`src/rtl/gct_pkg.sv`:
```
package gct_pkg;
  localparam int DATA_W = 8;
  localparam int CNT_W  = 2 * DATA_W;

  localparam logic [1:0] ADDR_CTRL = 2'd0;
  localparam logic [1:0] ADDR_CLO  = 2'd1;
  localparam logic [1:0] ADDR_CHI  = 2'd2;
  localparam logic [1:0] ADDR_STAT = 2'd3;

  typedef struct packed {
    logic       gate_inv;
    logic       gate_sel;
    logic       gate_en;
    logic [1:0] psel;
    logic       ext_async;
    logic       ext_src;
    logic       run;
  } ctrl_t;
endpackage

```
`src/rtl/gct_src_sel.sv`:
```
module gct_src_sel #(
  parameter int INT_DIV     = 4,
  parameter int SYNC_STAGES = 2
) (
  input  logic clk_i,
  input  logic rst_ni,
  input  logic run_i,
  input  logic ext_src_i,
  input  logic ext_async_i,
  input  logic gate_en_i,
  input  logic gate_sel_i,
  input  logic gate_inv_i,
  input  logic gate_pin_i,
  input  logic cmp_out_i,
  input  logic ext_clk_i,
  input  logic div_clr_i,
  output logic tick_o
);
  localparam int DIV_W = (INT_DIV > 1) ? $clog2(INT_DIV) : 1;

  logic gate_ok, en, int_tick, sync_edge, async_edge;
  logic [SYNC_STAGES:0] sh_q;

  assign gate_ok = !gate_en_i || ((gate_sel_i ? cmp_out_i : gate_pin_i) ^ gate_inv_i);
  assign en      = run_i && gate_ok;

  generate
    if (INT_DIV > 1) begin : g_div
      logic [DIV_W-1:0] div_q;
      always_ff @(posedge clk_i or negedge rst_ni) begin
        if (!rst_ni)        div_q <= '0;
        else if (div_clr_i) div_q <= '0;
        else if (en)        div_q <= (div_q == DIV_W'(INT_DIV - 1)) ? '0 : div_q + 1'b1;
      end
      assign int_tick = en && (div_q == DIV_W'(INT_DIV - 1));
    end else begin : g_nodiv
      assign int_tick = en;
    end
  endgenerate

  always_ff @(posedge clk_i or negedge rst_ni) begin
    if (!rst_ni) sh_q <= '0;
    else         sh_q <= {sh_q[SYNC_STAGES-1:0], ext_clk_i};
  end

  assign sync_edge  = sh_q[SYNC_STAGES-1] && !sh_q[SYNC_STAGES];
  assign async_edge = ext_clk_i && !sh_q[0];  // raw pin, one-register edge compare

  assign tick_o = ext_src_i ? (en && (ext_async_i ? async_edge : sync_edge)) : int_tick;
endmodule

```
`src/rtl/gct_prescale.sv`:
```
module gct_prescale #(
  parameter int PS_BITS = 2
) (
  input  logic               clk_i,
  input  logic               rst_ni,
  input  logic               tick_i,
  input  logic               clr_i,
  input  logic [PS_BITS-1:0] psel_i,
  output logic               pulse_o
);
  localparam int PC_W = (1 << PS_BITS) - 1;

  logic [PC_W-1:0] ps_q, lim;

  assign lim     = ~({PC_W{1'b1}} << psel_i);
  assign pulse_o = tick_i && (ps_q == lim);

  always_ff @(posedge clk_i or negedge rst_ni) begin
    if (!rst_ni)      ps_q <= '0;
    else if (clr_i)   ps_q <= '0;
    else if (pulse_o) ps_q <= '0;
    else if (tick_i)  ps_q <= ps_q + 1'b1;
  end
endmodule

```
`src/rtl/gct_count.sv`:
```
module gct_count #(
  parameter int DATA_W = 8,
  localparam int CNT_W = 2 * DATA_W
) (
  input  logic              clk_i,
  input  logic              rst_ni,
  input  logic              inc_i,
  input  logic              wr_lo_i,
  input  logic              wr_hi_i,
  input  logic [DATA_W-1:0] wdata_i,
  input  logic              flag_clr_i,
  output logic [CNT_W-1:0]  cnt_o,
  output logic              flag_o
);
  logic ovf;

  assign ovf = inc_i && !wr_lo_i && !wr_hi_i && (&cnt_o);

  always_ff @(posedge clk_i or negedge rst_ni) begin
    if (!rst_ni) begin
      cnt_o <= '0;
    end else if (wr_lo_i || wr_hi_i) begin
      if (wr_lo_i) cnt_o[DATA_W-1:0]     <= wdata_i;
      if (wr_hi_i) cnt_o[CNT_W-1:DATA_W] <= wdata_i;
    end else if (inc_i) begin
      cnt_o <= cnt_o + 1'b1;
    end
  end

  // set beats clear
  always_ff @(posedge clk_i or negedge rst_ni) begin
    if (!rst_ni)         flag_o <= 1'b0;
    else if (ovf)        flag_o <= 1'b1;
    else if (flag_clr_i) flag_o <= 1'b0;
  end
endmodule

```
`src/rtl/gated_count_timer.sv`:
```
module gated_count_timer
  import gct_pkg::*;
#(
  parameter int INT_DIV     = 4,
  parameter int SYNC_STAGES = 2
) (
  input  logic              clk_i,
  input  logic              rst_ni,
  input  logic              wr_en_i,
  input  logic [1:0]        addr_i,
  input  logic [DATA_W-1:0] wdata_i,
  output logic [DATA_W-1:0] rdata_o,
  input  logic              ext_clk_i,
  input  logic              gate_pin_i,
  input  logic              cmp_out_i,
  output logic              ovf_flag_o
);
  ctrl_t            ctrl_q, ctrl_new;
  logic             wr_ctrl, wr_lo, wr_hi, wr_stat;
  logic             psel_chg, cnt_wr, run_w, tick, inc;
  logic [CNT_W-1:0] cnt;

  assign wr_ctrl  = wr_en_i && (addr_i == ADDR_CTRL);
  assign wr_lo    = wr_en_i && (addr_i == ADDR_CLO);
  assign wr_hi    = wr_en_i && (addr_i == ADDR_CHI);
  assign wr_stat  = wr_en_i && (addr_i == ADDR_STAT);
  assign ctrl_new = ctrl_t'(wdata_i);
  assign psel_chg = wr_ctrl && (ctrl_new.psel != ctrl_q.psel);
  assign cnt_wr   = wr_lo || wr_hi;
  assign run_w    = ctrl_q.run;

  always_ff @(posedge clk_i or negedge rst_ni) begin
    if (!rst_ni)      ctrl_q <= '0;
    else if (wr_ctrl) ctrl_q <= ctrl_new;
  end

  gct_src_sel #(
    .INT_DIV    (INT_DIV),
    .SYNC_STAGES(SYNC_STAGES)
  ) u_src (
    .clk_i      (clk_i),
    .rst_ni     (rst_ni),
    .run_i      (run_w),
    .ext_src_i  (ctrl_q.ext_src),
    .ext_async_i(ctrl_q.ext_async),
    .gate_en_i  (ctrl_q.gate_en),
    .gate_sel_i (ctrl_q.gate_sel),
    .gate_inv_i (ctrl_q.gate_inv),
    .gate_pin_i (gate_pin_i),
    .cmp_out_i  (cmp_out_i),
    .ext_clk_i  (ext_clk_i),
    .div_clr_i  (cnt_wr),
    .tick_o     (tick)
  );

  gct_prescale #(.PS_BITS(2)) u_ps (
    .clk_i  (clk_i),
    .rst_ni (rst_ni),
    .tick_i (tick),
    .clr_i  (cnt_wr || psel_chg),
    .psel_i (ctrl_q.psel),
    .pulse_o(inc)
  );

  gct_count #(.DATA_W(DATA_W)) u_cnt (
    .clk_i     (clk_i),
    .rst_ni    (rst_ni),
    .inc_i     (inc),
    .wr_lo_i   (wr_lo),
    .wr_hi_i   (wr_hi),
    .wdata_i   (wdata_i),
    .flag_clr_i(wr_stat && !wdata_i[0]),
    .cnt_o     (cnt),
    .flag_o    (ovf_flag_o)
  );

  always_comb begin
    unique case (addr_i)
      ADDR_CTRL: rdata_o = ctrl_q;
      ADDR_CLO:  rdata_o = cnt[DATA_W-1:0];
      ADDR_CHI:  rdata_o = cnt[CNT_W-1:DATA_W];
      default:   rdata_o = {{(DATA_W-1){1'b0}}, ovf_flag_o};
    endcase
  end
endmodule

```
`config.mk`:
```
export PLATFORM = sky130hd
export DESIGN_NAME = gated_count_timer
export DESIGN_NICKNAME = d
export VERILOG_FILES = /design/src/rtl/gct_pkg.sv /design/src/rtl/gct_src_sel.sv /design/src/rtl/gct_prescale.sv /design/src/rtl/gct_count.sv /design/src/rtl/gated_count_timer.sv
export SDC_FILE = /design/constraint.sdc
export NUM_CORES = 1
export LEC_CHECK = 0
export ABC_AREA = 1
export BUFFER_PORTS_ARGS = -buffer_cell sky130_fd_sc_hd__buf_2
export CAP_MARGIN = 25
export CELL_PAD_IN_SITES_DETAIL_PLACEMENT = 0
export CELL_PAD_IN_SITES_GLOBAL_PLACEMENT = 1
export CORE_MARGIN = 4
export CORE_UTILIZATION = 43
export CTS_BUF_LIST = sky130_fd_sc_hd__clkbuf_8
export CTS_CLUSTER_DIAMETER = 100
export DETAILED_ROUTE_END_ITERATION = 12
export PLACE_DENSITY = 0.79
export SYNTH_ARGS = -nofsm -noshare
export SYNTH_HDL_FRONTEND = slang
export SYNTH_SLANG_ARGS = --single-unit
```
`constraint.sdc`:
```
create_clock -name clk_i -period 2.1 [get_ports clk_i]
set_clock_uncertainty 0.1 [all_clocks]
set_input_delay 0.42 -clock clk_i [delete_from_list [all_inputs] [get_ports clk_i]]
set_output_delay 0.42 -clock clk_i [all_outputs]
set_load 0.01 [all_outputs]
```
==> results.sh <==
export IMPL_portBuffers=24
export IMPL_netlist_instances=325
export IMPL_die_h_um=79.7
export IMPL_cpLargestDelayFamily="flip-flops"
export IMPL_firstDrtPassIters=4
export IMPL_syn_area_um2=2210
export IMPL_holdCritPathClass="input port to async pin"
export IMPL_hold_buffers=0
export IMPL_start_util=0.456
export IMPL_peakVddDrop_mv=0.563
export IMPL_cts_sink_count=33
export IMPL_worstSetupPathType="flip-flop to output port"
export IMPL_cts_tree="built"
export IMPL_synthFlopType="dfrtp_1"
export IMPL_p_sw_frac=0.388
export IMPL_fin_setup_tns_ns=0
export IMPL_r2r_start="ctrl_q[3]"
export IMPL_critPathSlowestCell="dfrtp_1"
export IMPL_combPwrFrac=0.318
export IMPL_synth_edff_count=0
export IMPL_worstMarginPinSlew_ns=0.786
export IMPL_detail_route_wl_per_cell_um=14.7
export IMPL_placed_area_um2=2430
export IMPL_path_clk_slew_ns=0.08
export IMPL_async_reset_ff_frac=1.00
export IMPL_routed_wl_mm=6.25
export IMPL_hpwl_mm=4.81
export IMPL_path_buf_inv=2
export IMPL_final_util=0.524
export IMPL_synth_fp_nets=344
export IMPL_gp_congestion=0.833
export IMPL_max_clock_freq_mhz=511
export IMPL_p_per_area_nw_per_um2=966
export IMPL_postLayoutCellArea_um2=2540
export IMPL_cts_buffers=5
export IMPL_slew_viol_final=0
export IMPL_placement_rows=25
export IMPL_yosysMostFrequentCell="nand2_1"
export IMPL_cts_resized=0
export IMPL_dp_slack_ns=0.213
export IMPL_critical_path_max_stage_delay_ns=0.44
export IMPL_cp_end_kind="output port"
export IMPL_switchingPower_mw=0.953
export IMPL_ys_seq_elements=33
export IMPL_gr_total_overflow=0
export IMPL_clockPowerShare=0.257
export IMPL_status="finished clean"
export IMPL_startpoint_type="flip-flop"
export IMPL_period_needed_ns=1.96
export IMPL_vias_per_cell=5.13
export IMPL_grt_max_degree=34
export IMPL_ys_types=28
export IMPL_yosys_area_top_type_share=0.373
export IMPL_clk_path_buf_depth=2
export IMPL_drive_gt1_frac=0.154
export IMPL_synthTopCellsByArea="dfrtp_1, nand2_1, nand3_1"
export IMPL_crit_path_max_fanout=5
export IMPL_grt_first_pass_wirelength_mm=10.6
export IMPL_hold_viol_final=0
export IMPL_fin_crit_sh=0.932
export IMPL_worstSkewPairLatency_ns=0.29
export IMPL_drc_errors=0
export IMPL_r2r_end="u_cnt.cnt_o[13]"
export IMPL_synth_seq_area_share=0.373
export IMPL_post_cts_buffers=0
export IMPL_fin_ws_ns=0.144
export IMPL_nets=375
export IMPL_crit_chain="inv_1, nor2_1, a221oi_1, o21ai_0, buf_2"
export IMPL_die_x_um=79.7
export IMPL_finalSetupViolCount=0
export IMPL_areaGrowthSynthToFinish_pct=14.9
export IMPL_synth_largest_area_cell="dfrtp_1"
export IMPL_syn_avg_cell_area_um2=6.81
export IMPL_p_int_mw=1.50
export IMPL_max_slew_margin_rel=0.476
export IMPL_htree_num_levels=2
export IMPL_rsz0062_at_grt="false"
export IMPL_dieArea_um2=6360
export IMPL_rrSetupSlack_ns=0.32
export IMPL_grt_antenna_before_repair=0
export IMPL_drt_iter0_drc=96
export IMPL_dr_total_vias=2177
export IMPL_grt_usage=0.222
export IMPL_cp_data_required_time_ns=1.58
export IMPL_p_leak_nw=1.30
export IMPL_drv_cap=0
export IMPL_root_buffer="clkbuf_8"
export IMPL_synth_warning_count=0
export IMPL_r2r_cells=9
export IMPL_diodes=0
export IMPL_io_pin_count=25
export IMPL_synth_top_cells_by_count="nand2_1, dfrtp_1, nand3_1"
export IMPL_seq_power_share=0.425
export IMPL_cp_arrival_ns=1.44
export IMPL_fill_cells=508
export IMPL_core_um2=4850
export IMPL_ant_nets=0
export IMPL_grt_pass1_vias=2110
## sequential cells by signal, summed over array words and instances, names as in the netlist
register	flops
run_w	1
u_cnt.flag_o	1
u_src.g_div.div_q	2
u_cnt.cnt_o	16
ctrl_q	7
u_ps.ps_q	3
u_src.sh_q	3
## power groups by stage
stage	Combinational, mW	Sequential, mW	Clock, mW
CTS	0.789	1.04	0.647
global placement	0.770	1.06	0
floorplan	0.604	0.967	0
global route	0.909	1.08	0.681
finish	0.781	1.04	0.631
detailed placement	0.787	1.05	0
## worst max-delay path by stage
| stage | cells after the start | from | end |
|---|---|---|---|
| floorplan | 5 | addr_i[1] | rdata_o[0] |
| global placement | 8 | addr_i[0] | rdata_o[0] |
| detailed placement | 8 | addr_i[0] | rdata_o[0] |
| CTS | 5 | u_cnt.cnt_o[0] | rdata_o[0] |
| global route | 5 | u_cnt.cnt_o[0] | rdata_o[0] |
| finish | 5 | u_cnt.cnt_o[0] | rdata_o[0] |
## routing by layer
metal,vias up,global-route usage,wire length [um]
met2,49,0.358,2970
met4,0,0.0842,138
met1,1005,0.293,2860
li1,1112,-,-
met5,-,0,0
met3,11,0.0406,281
## area by class of cell
| type | count | area (um2) | area share |
|---|---|---|---|
| clock buffer | 6 | 82.6 | 0.0325 |
| timing repair buffer | 29 | 170 | 0.0669 |
| sequential | 33 | 826 | 0.325 |
| tap | 67 | 83.8 | 0.0330 |
| inverter | 31 | 116 | 0.0458 |
| multi-input combinational | 256 | 1230 | 0.484 |
| clock inverter | 2 | 33.8 | 0.0133 |
## cell usage in the layout, fill, tap and decap left out, drive strengths merged
cell	netlist	layout
nand4	6	6
dfrtp	33	33
or2	1	1
a221oi	1	1
o21bai	2	2
nor3	3	3
inv	31	32
o22ai	1	1
xnor2	2	2
o221ai	6	6
nor2	30	30
nand3	33	33
o211ai	1	1
clkbuf	1	6
o21ai	18	18
ha	3	3
a21oi	5	5
buf	4	29
bufinv	0	1
xor2	2	2
nand2	142	142
## stage by stage
| stage | total power, mW | std cells | hold slack (ns) |
|---|---|---|---|
| 2_1_floorplan | 1.57 | 325 | 0.0244 |
| 3_3_place_gp | 1.83 | 416 | 0.256 |
| 3_5_place_dp | 1.84 | 416 | 0.267 |
| 4_1_cts | 2.48 | 424 | 0.137 |
| 5_1_grt | 2.67 | 424 | 0.142 |
| 6_report | 2.46 | 424 | 0.102 |
## logic make-up (layout without fill, tap and decap cells)
kind of cell | after synthesis | in the layout | synth area share
xor+xnor | 4 | 4 | 0.0158
simple gates | 215 | 215 | 0.428
flops | 33 | 33 | 0.373
fa+ha+maj | 3 | 3 | 0.0170
compound gates | 34 | 34 | 0.0956
buf+inv | 36 | 68 | 0.0707
No activity file was read; power rests on OpenSTA's default activity.
